`config.mk`:
```
export PLATFORM = sky130hd
export DESIGN_NAME = adc_settle_filter
export DESIGN_NICKNAME = d
export VERILOG_FILES = /design/src/rtl/adc_filt_pkg.sv /design/src/rtl/afs_key_track.sv /design/src/rtl/afs_run_count.sv /design/src/rtl/afs_status_reg.sv /design/src/rtl/adc_settle_filter.sv
export SDC_FILE = /design/constraint.sdc
export NUM_CORES = 1
export LEC_CHECK = 0
export BUFFER_PORTS_ARGS = -buffer_cell sky130_fd_sc_hd__buf_2
export CAP_MARGIN = 40
export CORE_UTILIZATION = 40
export CTS_CLUSTER_SIZE = 12
export DETAILED_ROUTE_END_ITERATION = 7
export PLACE_DENSITY = 0.65
export SYNTH_ARGS = -nofsm -noshare
export SYNTH_HDL_FRONTEND = slang
export SYNTH_SLANG_ARGS = --single-unit
```
`constraint.sdc`:
```
create_clock -name clk -period 1.3 [get_ports clk]
set_clock_uncertainty 0.05 [all_clocks]
set_input_delay 0.26 -clock clk [delete_from_list [all_inputs] [get_ports clk]]
set_output_delay 0.26 -clock clk [all_outputs]
set_load 0.05 [all_outputs]
```
`src/rtl/adc_filt_pkg.sv`:
```
package adc_filt_pkg;

  // Next run length: restart at 1 on a key change, else count up to a ceiling.
  function automatic int unsigned run_next(input int unsigned cur,
                                           input bit same_key,
                                           input int unsigned ceiling);
    if (!same_key)           return 1;
    else if (cur >= ceiling) return ceiling;
    else                     return cur + 1;
  endfunction

  // A run is settled once its length has reached the ceiling.
  function automatic bit run_settled(input int unsigned len,
                                     input int unsigned ceiling);
    return len >= ceiling;
  endfunction

endpackage

```
`src/rtl/afs_key_track.sv`:
```
module afs_key_track #(
  parameter int RES_W = 8,
  parameter int CMP_W = 6
) (
  input  logic             clk,
  input  logic             rst,
  input  logic             take,
  input  logic [RES_W-1:0] data,
  output logic [CMP_W-1:0] key,
  output logic             same
);
  logic [CMP_W-1:0] prev_key;

  assign key  = data[RES_W-1 -: CMP_W];
  assign same = (key == prev_key);

  always_ff @(posedge clk) begin
    if (rst)       prev_key <= '0;
    else if (take) prev_key <= key;
  end
endmodule

```
`src/rtl/afs_run_count.sv`:
```
module afs_run_count
  import adc_filt_pkg::*;
#(
  parameter int RUN_LEN = 4,
  parameter int CNT_W   = $clog2(RUN_LEN + 1)
) (
  input  logic             clk,
  input  logic             rst,
  input  logic             take,
  input  logic             same,
  output logic [CNT_W-1:0] cnt,
  output logic             settled_nxt
);
  logic [CNT_W-1:0] cnt_nxt;

  always_comb begin
    cnt_nxt     = CNT_W'(run_next(int'(unsigned'(cnt)), same, RUN_LEN));
    settled_nxt = run_settled(int'(unsigned'(cnt_nxt)), RUN_LEN);
  end

  always_ff @(posedge clk) begin
    if (rst)       cnt <= '0;
    else if (take) cnt <= cnt_nxt;
  end
endmodule

```
`src/rtl/afs_status_reg.sv`:
```
module afs_status_reg #(
  parameter int CMP_W = 6
) (
  input  logic             clk,
  input  logic             rst,
  input  logic             wr,
  input  logic [CMP_W-1:0] key,
  output logic [CMP_W-1:0] status_q,
  output logic             upd
);
  always_ff @(posedge clk) begin
    if (rst) begin
      status_q <= '0;
      upd      <= 1'b0;
    end else begin
      upd <= wr;
      if (wr) status_q <= key;
    end
  end
endmodule

```
`src/rtl/adc_settle_filter.sv`:
```
module adc_settle_filter #(
  parameter int RES_W   = 8,
  parameter int CMP_W   = 6,
  parameter int RUN_LEN = 4,
  localparam int CNT_W  = $clog2(RUN_LEN + 1)
) (
  input  logic             clk,
  input  logic             rst,
  input  logic             conv_valid,
  input  logic [RES_W-1:0] conv_data,
  input  logic             filt_bypass,
  output logic [CMP_W-1:0] status_q,
  output logic             status_upd
);
  // Named internal events, visible to the bound checker.
  logic [CMP_W-1:0] cur_key;
  logic             key_same;
  logic [CNT_W-1:0] run_cnt;
  logic             run_full;
  logic             wr_en;

  afs_key_track #(.RES_W(RES_W), .CMP_W(CMP_W)) u_key (
    .clk(clk), .rst(rst), .take(conv_valid), .data(conv_data),
    .key(cur_key), .same(key_same)
  );

  afs_run_count #(.RUN_LEN(RUN_LEN), .CNT_W(CNT_W)) u_run (
    .clk(clk), .rst(rst), .take(conv_valid), .same(key_same),
    .cnt(run_cnt), .settled_nxt(run_full)
  );

  assign wr_en = conv_valid && (filt_bypass || run_full);

  afs_status_reg #(.CMP_W(CMP_W)) u_stat (
    .clk(clk), .rst(rst), .wr(wr_en), .key(cur_key),
    .status_q(status_q), .upd(status_upd)
  );
endmodule

```
==> out/results.tsv <==
metric	value	unit
RSZ-0062 raised after global routing	true	
core box area	1760	um^2
commonest cells in the netlist	dfxtp_1, nand2b_1, mux2i_1	
die width	46	um
status	complete, but fails checks	
cells along the critical path	xor2_2 > nor4_4 > a32oi_4 > buf_12 > mux2i_1	
vias in the first global route	527	
net switching power	281	uW
Antenna diodes	0	
Synth Flop Type	dfxtp_1	
HPWL after detailed placement	1020	um
Yosys reg bits	16	
combinational fraction of design power	19.6	%
CP Data Arrival Time	1.59	ns
detailed-route via count	612	
# Max-Cap Violations	0	
EDFF count, synth	0	
Post-Syn Area per Cell	10.1	um^2
final setup violation count	10	
largest net degree at the start of global routing	24	
Initial Util	43.9	%
critical path's slowest cell	nor4_4	
fin. max-slew vios	0	
count leader, synth	dfxtp_1	
initial antenna violation count	0	
Avg WL per Cell	10.5	um
FFs w/ async S/R, synth	0	%
htree depth	1	
worst hold slack	0.196	ns
Antenna Nets Post-Route	0	
Via density	4.74	
IO buf count	16	
Worst Setup End Kind	flop	
DR iter-0 viols	6	
final worst slack	-0.162	ns
Synth area leader	dfxtp_1	
share of power burned in registers	49.9	%
mapped cell area	774	um^2
Worst slew margin	76.6	%
Synth Instances	77	
register area	322	um^2
hold path start	conv_data[5]	
area grow syn2layout	31.3	%
CTS sink cnt	16	
io pins	19	
Final Hold Fails	0	
Reg clk slew, reported paths	0.09	ns
post-synth cell types	19	
Clock Latency Late Sink	0.28	ns
min Tclk post-route	1.46	ns
CP required	1.43	ns
CP Max Fanout	7	
yosys warns	0	
Tcrit/Tclk final	112	%
first-pass GRT wire length	2180	um
Worst Path Buf+Inv	1	
register area share after synthesis	41.4	%
Pleak	0.000481	uW
Total Routed Length	1350	um
post-layout util	57.7	%
gpl congestion	0.780	
CTS Hold Buffers Added	0	
maximum vdd drop	0.524	mV
crit start category	flop	
Die Ht	46	um
die area	2120	um^2
drt drc	0	
Worst Tran Pin Value	0.350	ns
DRT Pass-1 Iters	3	
P_int	774	uW
Worst Setup Path Type	reg -> reg	
Clock power frac	30.5	%
switching share of total power	26.7	%
Top Family by Delay on Critical Path	simple AND/OR/NAND/NOR gates	
TritonCTS buffer count	3	
Worst Hold Class	in -> reg	
Max Root-Sink Buffers	2	
CTS root buf	clkbuf_4	
area taken by multi-input logic gates	449	um^2
layout cells sized above 1	34.6	%
Total GRT Usage	14.7	%
CTS tree	built	
Net Count, Synth	91	
Worst Setup SP	u_key.prev_key[5]$_SDFFE_PP0P_	
Filler cells	170	
PwrDens	1040	nW/um^2
post-synth top area share	41.4	%
Largest stage delay, worst path	0.36	ns
FMAX	0.684	GHz
Core Rows	15	
violated checks	negative setup slack	
Area contributors post-synth	dfxtp_1, mux2i_1, nand2b_1	
Nets	119	
grt total ovfl	0	
R2R Path Start	u_key.prev_key[5]$_SDFFE_PP0P_	
-- worst min-delay path: stages --
cell and delay (ns):
buf_2 0.10, mux2i_1 0.06, nor2_1 0.07
-- placed cells by master, fill, tap and decap left out --
cell type,n
buf_2,16
dfxtp_1,15
nand2b_1,13
mux2i_1,12
nor2_1,11
buf_4,9
xor2_1,5
inv_1,3
clkbuf_4,3
o21a_1,2
ha_1,2
xor2_2,1
nor4_4,1
a32oi_4,1
or2b_1,1
nor2b_1,1
nand4_1,1
a21oi_2,1
nand3_1,1
a21boi_0,1
o32ai_2,1
clkbuf_8,1
buf_12,1
dfxtp_2,1
-- cells by family after synthesis --
| family | synth area share [%] |
|---|---|
| and+or+nand+nor | 21.8 |
| AOI/OAI and AO/OA | 8.24 |
| muxes | 15.5 |
| xor gates and xnor gates | 6.79 |
| DFF | 41.4 |
| buffers and inverters | 3.07 |
| adders and majority gates | 3.23 |
-- state kept, by name, indices dropped and copies added (netlist names) --
register and flops:
u_stat.status_q 6, u_stat.upd 1, u_run.cnt 3, u_key.prev_key 6
-- routing by layer --
metal / track usage, % / up-vias / routed length (um)
met5: 0 / - / 0
met4: 5.29 / 0 / 29
met3: 6.35 / 4 / 75
met2: 22.3 / 16 / 618
met1: 18.3 / 284 / 630
li1: - / 308 / -
-- final timing paths --
path / to / slack [ns] / depth (start not counted)
setup / recovery: u_stat.status_q[0]$_SDFFE_PP0P_ / -0.16 / 5
hold / removal: u_key.prev_key[3]$_SDFFE_PP0P_ / 0.20 / 3
setup reg to reg: u_stat.status_q[0]$_SDFFE_PP0P_ / -0.16 / 5
hold reg to reg: u_stat.status_q[1]$_SDFFE_PP0P_ / 0.42 / 2
-- per-stage QoR --
stage,power [uW],area (um^2),setup TNS [ns],std cells,worst slack [ns]
after floorplan,669,783,-0.386,77,-0.0630
after global placement,735,950,-1.86,124,-0.208
after detailed placement,738,950,-2.03,124,-0.223
after CTS,1070,1010,-1.41,129,-0.169
after global routing,1110,1020,-2.00,129,-0.234
final,1060,1020,-1.31,129,-0.162
-- power groups by stage --
stage / registers (uW) / clock network [uW] / logic (uW)
finish: 527 / 322 / 207
global route: 530 / 358 / 226
CTS: 527 / 336 / 208
detailed placement: 539 / 0 / 200
global placement: 538 / 0 / 197
floorplan: 576 / 0 / 92.9
-- layout make-up --
| type | count | share of cell area (%) |
|---|---|---|
| multi-input cells | 55 | 44.2 |
| flip-flops and latches | 16 | 31.6 |
| repair buffers | 26 | 16.5 |
| clock buffers | 4 | 3.57 |
| well taps | 25 | 3.08 |
| inverters | 3 | 1.11 |
-- repair_timing --
action,in CTS,in global routing
pin swaps,2,1
buffers inserted,1,0
gates resized for setup,0,2
endpoints found under the setup margin,10,10
Power figures use the tool's default switching activity.
